## config.mk

```make
export PLATFORM = sky130hd
export DESIGN_NAME = owire_triplet_seq
export DESIGN_NICKNAME = d
export VERILOG_FILES = /design/src/rtl/owt_pkg.sv /design/src/rtl/owt_branch.sv /design/src/rtl/owt_seq.sv /design/src/rtl/owire_triplet_seq.sv
export SDC_FILE = /design/constraint.sdc
export NUM_CORES = 1
export LEC_CHECK = 0
export ABC_AREA = 1
export CAP_MARGIN = 20
export CORE_AREA = 2 2 39 41
export CTS_CLUSTER_SIZE = 8
export DETAILED_ROUTE_END_ITERATION = 16
export DIE_AREA = 0 0 41 43
export DONT_BUFFER_PORTS = 1
export GPL_TIMING_DRIVEN = 0
export SYNTH_ARGS = -nofsm -noshare
export SYNTH_HDL_FRONTEND = slang
export SYNTH_HIERARCHICAL = 1
export SYNTH_SLANG_ARGS = --single-unit
```

## constraint.sdc

```tcl
create_clock -name clk -period 1 [get_ports clk]
set_input_delay 0.2 -clock clk [delete_from_list [all_inputs] [get_ports clk]]
set_output_delay 0.2 -clock clk [all_outputs]
set_load 0.005 [all_outputs]
```

## src/rtl/owt_pkg.sv

```systemverilog
package owt_pkg;

    typedef enum logic [2:0] {
        ST_IDLE,
        ST_RD_ID,
        ST_RD_CMP,
        ST_WR,
        ST_FIN
    } step_state_t;

    // Field order matters: bit 0 id, bit 1 complement, bit 2 direction.
    typedef struct packed {
        logic dir;
        logic cmp;
        logic id;
    } step_res_t;

    typedef struct packed {
        logic err;
        logic dir;
    } branch_t;

    localparam int RES_W = $bits(step_res_t);
    localparam step_res_t RES_NONE = '{dir: 1'b0, cmp: 1'b1, id: 1'b1};
    localparam step_res_t RES_ZERO = '{dir: 1'b0, cmp: 1'b0, id: 1'b0};

    function automatic branch_t pick_branch(input logic id, input logic cmp,
                                            input logic pref);
        branch_t b;
        b.err = id & cmp;
        b.dir = (id ^ cmp) ? id : pref;
        return b;
    endfunction

endpackage

```

## src/rtl/owt_branch.sv

```systemverilog
module owt_branch
    import owt_pkg::*;
(
    input  logic    id_bit,
    input  logic    cmp_bit,
    input  logic    pref,
    output branch_t choice
);
    always_comb begin
        choice = pick_branch(id_bit, cmp_bit, pref);
    end
endmodule

```

## src/rtl/owt_seq.sv

```systemverilog
module owt_seq
    import owt_pkg::*;
(
    input  logic      clk,
    input  logic      rst,
    input  logic      start,
    input  logic      dir_pref,
    input  logic      slot_ack,
    input  logic      slot_rd,
    input  branch_t   choice,
    output logic      id_q,
    output logic      pref_q,
    output logic      slot_req,
    output logic      slot_wr,
    output logic      busy,
    output logic      done,
    output step_res_t result
);
    step_state_t state;
    logic        cmp_q;
    logic        dir_q;

    always_ff @(posedge clk) begin
        if (rst) begin
            state  <= ST_IDLE;
            id_q   <= 1'b0;
            cmp_q  <= 1'b0;
            dir_q  <= 1'b0;
            pref_q <= 1'b0;
            result <= RES_ZERO;
        end else begin
            case (state)
                ST_IDLE: if (start) begin
                    pref_q <= dir_pref;
                    state  <= ST_RD_ID;
                end
                ST_RD_ID: if (slot_ack) begin
                    id_q  <= slot_rd;
                    state <= ST_RD_CMP;
                end
                ST_RD_CMP: if (slot_ack) begin
                    cmp_q <= slot_rd;
                    dir_q <= choice.dir;
                    if (choice.err) begin
                        result <= RES_NONE;
                        state  <= ST_FIN;
                    end else begin
                        state <= ST_WR;
                    end
                end
                ST_WR: if (slot_ack) begin
                    result <= '{dir: dir_q, cmp: cmp_q, id: id_q};
                    state  <= ST_FIN;
                end
                default: state <= ST_IDLE;
            endcase
        end
    end

    always_comb begin
        slot_req = (state == ST_RD_ID) || (state == ST_RD_CMP) || (state == ST_WR);
        slot_wr  = (state == ST_WR) ? dir_q : 1'b1;
        busy     = (state != ST_IDLE);
        done     = (state == ST_FIN);
    end

    // idle keeps the engine interface quiet
    p_idle_quiet_r1: assert property (@(posedge clk) disable iff (rst)
        !busy |-> (!slot_req && !done));

    // a pending request and its slot type hold until acknowledged
    p_req_hold_r3: assert property (@(posedge clk) disable iff (rst)
        (slot_req && !slot_ack) |=> (slot_req && $stable(slot_wr)));

    // an all-ones pair ends the step without a write slot
    p_err_nowrite_r4: assert property (@(posedge clk) disable iff (rst)
        (state == ST_RD_CMP && slot_ack && slot_rd && id_q) |=> (!slot_req && done));

    // done is a single-cycle pulse
    p_done_pulse_r8: assert property (@(posedge clk) disable iff (rst)
        done |=> !done);

    // result only moves in the done cycle
    p_res_hold_r8: assert property (@(posedge clk) disable iff (rst)
        !done |-> $stable(result));

    // a start while busy does not restart the step
    p_start_busy_r9: assert property (@(posedge clk) disable iff (rst)
        (slot_req && !slot_ack && start) |=> (slot_req && !done));

endmodule

```

## src/rtl/owire_triplet_seq.sv

```systemverilog
module owire_triplet_seq
    import owt_pkg::*;
(
    input  logic             clk,
    input  logic             rst,
    input  logic             start,
    input  logic             dir_pref,
    output logic             slot_req,
    output logic             slot_wr,
    input  logic             slot_ack,
    input  logic             slot_rd,
    output logic             busy,
    output logic             done,
    output logic [RES_W-1:0] result
);
    branch_t   choice;
    logic      id_q;
    logic      pref_q;
    step_res_t res_s;

    // The complement bit is decided from the live bus value in its ack cycle.
    owt_branch u_branch (
        .id_bit  (id_q),
        .cmp_bit (slot_rd),
        .pref    (pref_q),
        .choice  (choice)
    );

    owt_seq u_seq (
        .clk      (clk),
        .rst      (rst),
        .start    (start),
        .dir_pref (dir_pref),
        .slot_ack (slot_ack),
        .slot_rd  (slot_rd),
        .choice   (choice),
        .id_q     (id_q),
        .pref_q   (pref_q),
        .slot_req (slot_req),
        .slot_wr  (slot_wr),
        .busy     (busy),
        .done     (done),
        .result   (res_s)
    );

    assign result = res_s;
endmodule

```

==> results of run 1 <==
## cell type report
type	count	area, um2	share of cell area
multi-input combinational	57	315	0.479
sequential	10	208	0.316
timing repair buffer	6	47.5	0.0722
inverter	12	45.0	0.0684
clock buffer	3	22.5	0.0342
tap	16	20.0	0.0304
## how the worst max path moves through the flow
| stage | to | startpoint | slack [ns] |
|---|---|---|---|
| after global routing | slot_wr | u_seq/state[0] | -0.24 |
| after CTS | slot_wr | u_seq/state[0] | -0.20 |
| after detailed placement | u_seq/result[2] | u_seq/state[2] | -0.14 |
| after floorplan | u_seq/result[2] | u_seq/id_q | -0.03 |
| final | busy | u_seq/state[2] | -0.19 |
| after global placement | u_seq/result[2] | u_seq/state[2] | -0.14 |
## power groups by stage
stage | combinational [uW] | sequential (uW) | clock [uW]
floorplan | 555 | 565 | 0
global placement | 636 | 587 | 0
detailed placement | 647 | 586 | 0
CTS | 857 | 582 | 285
global route | 1000 | 595 | 301
finish | 886 | 585 | 276
## state kept, by name, summed over array words and instances, names as in the netlist
| signal | count |
|---|---|
| u_seq/result | 3 |
| u_seq/state | 3 |
| u_seq/cmp_q | 1 |
| u_seq/dir_q | 1 |
| u_seq/id_q | 1 |
| u_seq/pref_q | 1 |
## repair_timing
item / in CTS / in global routing
pin swaps: 5 / 6
setup endpoints to repair: 13 / 14
hold endpoints to repair: 4 / 0
setup buffers: 5 / 0
resized for setup: 10 / 3
hold buffers: 1 / 0
## cells in the mapped netlist
| cell | n |
|---|---|
| sky130_fd_sc_hd__a21oi_1 | 4 |
| sky130_fd_sc_hd__a21oi_2 | 1 |
| sky130_fd_sc_hd__dfxtp_1 | 10 |
| sky130_fd_sc_hd__ha_1 | 1 |
| sky130_fd_sc_hd__inv_1 | 5 |
| sky130_fd_sc_hd__inv_2 | 7 |
| sky130_fd_sc_hd__nand2_1 | 17 |
| sky130_fd_sc_hd__nand3_1 | 8 |
| sky130_fd_sc_hd__nand4_1 | 1 |
| sky130_fd_sc_hd__nor2_1 | 17 |
| sky130_fd_sc_hd__nor2_2 | 1 |
| sky130_fd_sc_hd__nor3_1 | 2 |
| sky130_fd_sc_hd__nor3_4 | 1 |
| sky130_fd_sc_hd__o21ai_1 | 4 |
## metrics by stage
stage	cells	hold WS (ns)	power (uW)
finish	104	0.0983	1750
floorplan	79	0.262	1120
detailed placement	95	0.265	1230
CTS	104	0.0872	1720
global placement	95	0.270	1220
global route	104	0.106	1900
## layer usage
layer	vias up	routed length (um)	GRT usage
met5	-	0	0
met4	0	15	0.100
met3	4	56	0.0314
met2	15	567	0.241
met1	252	572	0.205
li1	273	-	-
## cell families after synthesis
group           share of synthesized area
simple gates                        0.402
buf+inv                            0.0878
fa+ha+maj                          0.0244
flops                               0.390
compound gates                     0.0951
==> run metrics, run 1 <==
pwr dens=2650 mW/mm2; overall die height=43 um; per-cell routed wire length=between 10 and 15 um; violated checks=setup timing; CTS tree=built; switching fraction of total power=0.438; period utilization=1.19; maximum count of clock buffers along a single path=2; Syn. warnings=6; Final GP Congestion=0.781; required time at the endpoint of the critical path=0.80 ns; critical path launch point type=register; Max Fanout on Critical Path=4; static leakage power=between 0.0002 and 0.0003 uW; Slowest Stage Delay on Critical Path=0.36 ns; Worst Path Buf+Inv=2; fraction of power consumed by the clock network=0.158; Avg Cell Area, Syn=6.49 um2; DRC violation count after routing=0; aggregate global routing overflow=0; pre-CTS setup slack=-0.140 ns; number of sinks on the clock net=10; H-tree depth=1; initial antenna violation count=0; Synth top area share=0.390; cell types with the largest area share after synthesis=sky130_fd_sc_hd__dfxtp_1 39%, sky130_fd_sc_hd__nand2_1 12%, sky130_fd_sc_hd__nor2_1 12%; Post-Route WL=roughly 1200 um; most frequent cells in the layout=16 x sky130_fd_sc_hd__nand2_1, 13 x sky130_fd_sc_hd__nor2_1, 7 x sky130_fd_sc_hd__inv_2, 7 x sky130_fd_sc_hd__nand3_1, 6 x sky130_fd_sc_hd__dfxtp_1; total via count in the routed design=544; Placement Cell Area=541 um2; unrepaired setup endpoints after global routing=yes; endpoint of the most critical register-to-register path=u_seq/result[2]; post-DR vias/cell=5.23; Tmin final=between 1 and 1.5 ns; sum of net half-perimeters after detailed placement=812 um; total of max-cap violations=0; Crit Path Class=reg2out; First-pass DRT Iterations=4; post-synth net total=86; Internal Power=982 uW; Post-Synthesis Cells=79; Yosys reg bits=10; placement row count=14; filler instances=150; cell family contributing the most delay on the critical path=flip-flops; area growth from synthesis to final layout=28.3%; clock insertion delay at the later pin of the skew report=0.26 ns; Crit. End Element=output port; buffer cell driving the clock tree root=sky130_fd_sc_hd__clkbuf_4; combinational group share of total power=0.507; number of CTS-inserted buffers=3; minimum setup slack among reg-to-reg paths=-0.13 ns; startpoint of the lowest-slack hold path=slot_rd; Cell variety after synth=14; stages on the worst setup path=4; net switching power of the design=765 uW; end-of-flow core utilization=0.476; worst ir drop on vdd=1.12 mV; hold path cells=2; Layout Nets=97; mapped cell area=around 510 um2; Port-buffer cells=0; biggest area consumer among synthesized cells=sky130_fd_sc_hd__dfxtp_1; sequential cell area fraction in the yosys report=0.390; CP most frequent cell=sky130_fd_sc_hd__inv_2; vias in the first global route=between 400 and 500; chip width=41 um; Max transition margin=0.812; slack of the critical path=-0.187 ns; Worst Clk Skew=0.00122 ns; global-route wire length before repair=a little under 2000 um; final setup violation count=13; logic depth of the worst register-to-register path=6; FF-to-FF Start=u_seq/state[2]; Die Outline Area=0.00176 mm2; DRT antenna net count=0; Overall Global Routing Usage=0.162; clock edge transition at the registers on the reported setup and hold paths=0.06 ns; setup TNS after final layout=-1.16 ns; Hold WC Path Type=in2reg; number of design-rule violations left by the first detailed-router iteration=3; Starting Density=0.371; data arrival time at the worst-slack endpoint=0.99 ns; end of the worst hold path=u_seq/id_q; cell-by-cell listing of the critical path=inv_2 > nand2_1 > nor2_2 > inv_2; most common library cell in the layout ignoring fill and taps=sky130_fd_sc_hd__nand2_1; fraction of final layout cells sized beyond drive strength 1=0.352; area inside the core boundary=0.00138 mm2; count of pins over their slew limit=0; final design area excluding fillers=658 um2; Inserted Diodes=0; slowest stage cell, crit path=sky130_fd_sc_hd__dfxtp_4; largest net degree at the start of global routing=8; Top Ports=13; run status=finished with violations; Max Freq=842 MHz; number of hold violations in the final report=0; actual slew at the worst max-slew pin=0.281 ns; sequential share of power=0.335
No activity file was read; power rests on OpenSTA's default activity.
==> inputs of run 2 (changes only) <==
- PLACE_DENSITY_LB_ADDON: unset -> 0.1
- SETUP_SLACK_MARGIN: unset -> 0.4
==> run 2 against run 1 <==
Against the previous run: largest cell class unchanged; sequential cell count did not move; combinational power rose by 10%; largest power group unchanged; non-clock buffer count rose by 3; worst setup slack improved by 0.0045 ns; sequential share of layout area fell by 0.91 points; the flow finishes with violations (hold timing, setup timing); clock power rose by 3%; routed wire length fell by 3.8%; total power rose by 8.0%; global-route usage barely moved; first-iteration DRC count rose by 100%; via count fell by 4.8%.
==> run metrics, run 2 (synthesis results as in run 1) <==
net switching power of the design=809 uW (+5.7%); actual slew at the worst max-slew pin=0.235 ns (-0.0464 ns); CTS tree=built; slack of the critical path=-0.183 ns (+0.00454 ns); worst ir drop on vdd=0.944 mV (-16%); number of hold violations in the final report=3 (+3); overall die height=43 um (unchanged); buffer cell driving the clock tree root=sky130_fd_sc_hd__clkbuf_4; clock insertion delay at the later pin of the skew report=0.26 ns (about the same); total design power=1890 uW (+8.0%); total via count in the routed design=518 (-4.8%); slowest stage cell, crit path=sky130_fd_sc_hd__dfxtp_4; static leakage power=0.000310 uW (+7.8%); Crit Path Class=reg2out; Hold WC Path Type=in2reg; period utilization=1.18 (-0.00454); pwr dens=2640 mW/mm2 (-0.54%); Tmin final=1.18 ns (-0.00454 ns); Max Freq=845 MHz (+0.38%); initial antenna violation count=0 (unchanged); most common library cell in the layout ignoring fill and taps=sky130_fd_sc_hd__nand2_1; switching fraction of total power=0.429 (-0.00910); critical path launch point type=register; total of max-cap violations=0 (unchanged); fraction of final layout cells sized beyond drive strength 1=0.457 (+0.104); Slowest Stage Delay on Critical Path=0.38 ns (+0.02 ns); largest net degree at the start of global routing=8 (unchanged); H-tree depth=1 (unchanged); required time at the endpoint of the critical path=0.80 ns (about the same); fraction of power consumed by the clock network=0.150 (-0.008); data arrival time at the worst-slack endpoint=0.98 ns (about the same); Top Ports=13 (unchanged); CP most frequent cell=sky130_fd_sc_hd__nor2_4; post-DR vias/cell=4.80 (-8.3%); per-cell routed wire length=10.8 um (-7.4%); sum of net half-perimeters after detailed placement=840 um (+3.3%); First-pass DRT Iterations=4 (unchanged); run status=finished with violations; Layout Nets=100 (+3.1%); area inside the core boundary=0.00138 mm2 (unchanged); DRT antenna net count=0 (unchanged); Die Outline Area=0.00176 mm2 (unchanged); Inserted Diodes=0 (unchanged); final setup violation count=11 (-2); Worst Clk Skew=0.00116 ns (-0.0000595 ns); number of sinks on the clock net=10 (unchanged); vias in the first global route=491 (+1.4%); area growth from synthesis to final layout=39.3%; pre-CTS setup slack=-0.101 ns (+0.0393 ns); Overall Global Routing Usage=0.162 (+0.000327); Max transition margin=0.843 (+0.0310); placement row count=14 (unchanged); filler instances=137 (-8.7%); Worst Path Buf+Inv=2 (unchanged); global-route wire length before repair=1940 um (+0.31%); combinational group share of total power=0.517 (+0.010); number of placed cells counting well taps=95 (unchanged); Final Hold Slack=-0.0143 ns (-0.113 ns); number of design-rule violations left by the first detailed-router iteration=6 (+3); violated checks=hold timing, setup timing; maximum count of clock buffers along a single path=2 (unchanged); largest registers in the final layout=u_seq/result: 3 flops, u_seq/state: 3 flops; sequential share of power=0.333 (-0.002); post-route non-filler standard cell count=108 (+3.8%); Post-Route WL=1170 um (-3.8%); cell family contributing the most delay on the critical path=flip-flops; cell-by-cell listing of the critical path=inv_4 > nor2_4 > inv_2 > nor2_4 > nand2_2; Port-buffer cells=0 (unchanged); count of pins over their slew limit=0 (unchanged); unrepaired setup endpoints after global routing=yes; aggregate global routing overflow=0 (unchanged); Internal Power=1080 uW (+9.7%); Starting Density=0.371 (unchanged); number of CTS-inserted buffers=3 (unchanged); chip width=41 um (unchanged); Crit. End Element=output port; clock edge transition at the registers on the reported setup and hold paths=0.07 ns (about the same); Max Fanout on Critical Path=3 (-1); most frequent cells in the layout=15 x sky130_fd_sc_hd__nand2_1, 10 x sky130_fd_sc_hd__nor2_1, 8 x sky130_fd_sc_hd__buf_4; Final GP Congestion=0.741 (-5.0%); DRC violation count after routing=0 (unchanged)
==> run 2: cell type report <==
class | instances | area [um2] | share of cell area
Clock buffer | 3 | 22.5 | 0.0315
Clock inverter | 1 | 3.75 | 0.00525
Inverter | 12 | 50.0 | 0.0701
Multi-Input combinational cell | 57 | 328 | 0.459
Sequential cell | 10 | 219 | 0.306
Tap cell | 16 | 20.0 | 0.0280
Timing Repair Buffer | 9 | 71.3 | 0.0998
==> run 2: final timing paths <==
path / start / to / slack [ns] / depth (start not counted)
max: u_seq/state[0] / slot_wr / -0.18 / 5
min: rst / u_seq/state[2] / -0.01 / 1
max reg2reg: u_seq/state[0] / u_seq/result[0] / -0.14 / 8
min reg2reg: u_seq/cmp_q / u_seq/cmp_q / 0.47 / 2
==> run 2: repair_timing <==
| action | CTS | global route |
|---|---|---|
| hold endpoints to repair | 4 | 4 |
| pin swaps | 2 | 2 |
| gates resized for setup | 13 | 5 |
| buffers inserted | 7 | 2 |
| setup endpoints to repair | 17 | 17 |
==> run 2: per-stage QoR <==
stage	cell area (um2)	util	hold WS (ns)	setup TNS, ns
2_1_floorplan	548	-	0.262	-0.000727
3_3_place_gp	568	0.410	0.264	-0.503
3_5_place_dp	568	0.410	0.264	-0.463
4_1_cts	683	0.494	-0.0216	-1.34
5_1_grt	714	0.516	-0.0271	-2.12
6_report	714	0.516	-0.0143	-1.21
==> run 2: power groups by stage <==
stage	Clock (uW)	Sequential, uW	Combinational (uW)
finish	283	628	976
global route	319	642	1090
CTS	299	625	885
detailed placement	0	625	684
global placement	0	626	683
floorplan	0	605	587
==> run 2: layer usage <==
metal  global-route usage  up-vias  share of wire
met2                0.231        9           0.48
met3               0.0419        0          0.055
met1                0.209      233           0.47
met4                0.100        0              0
met5                    0        -              0
li1                     -      276              -
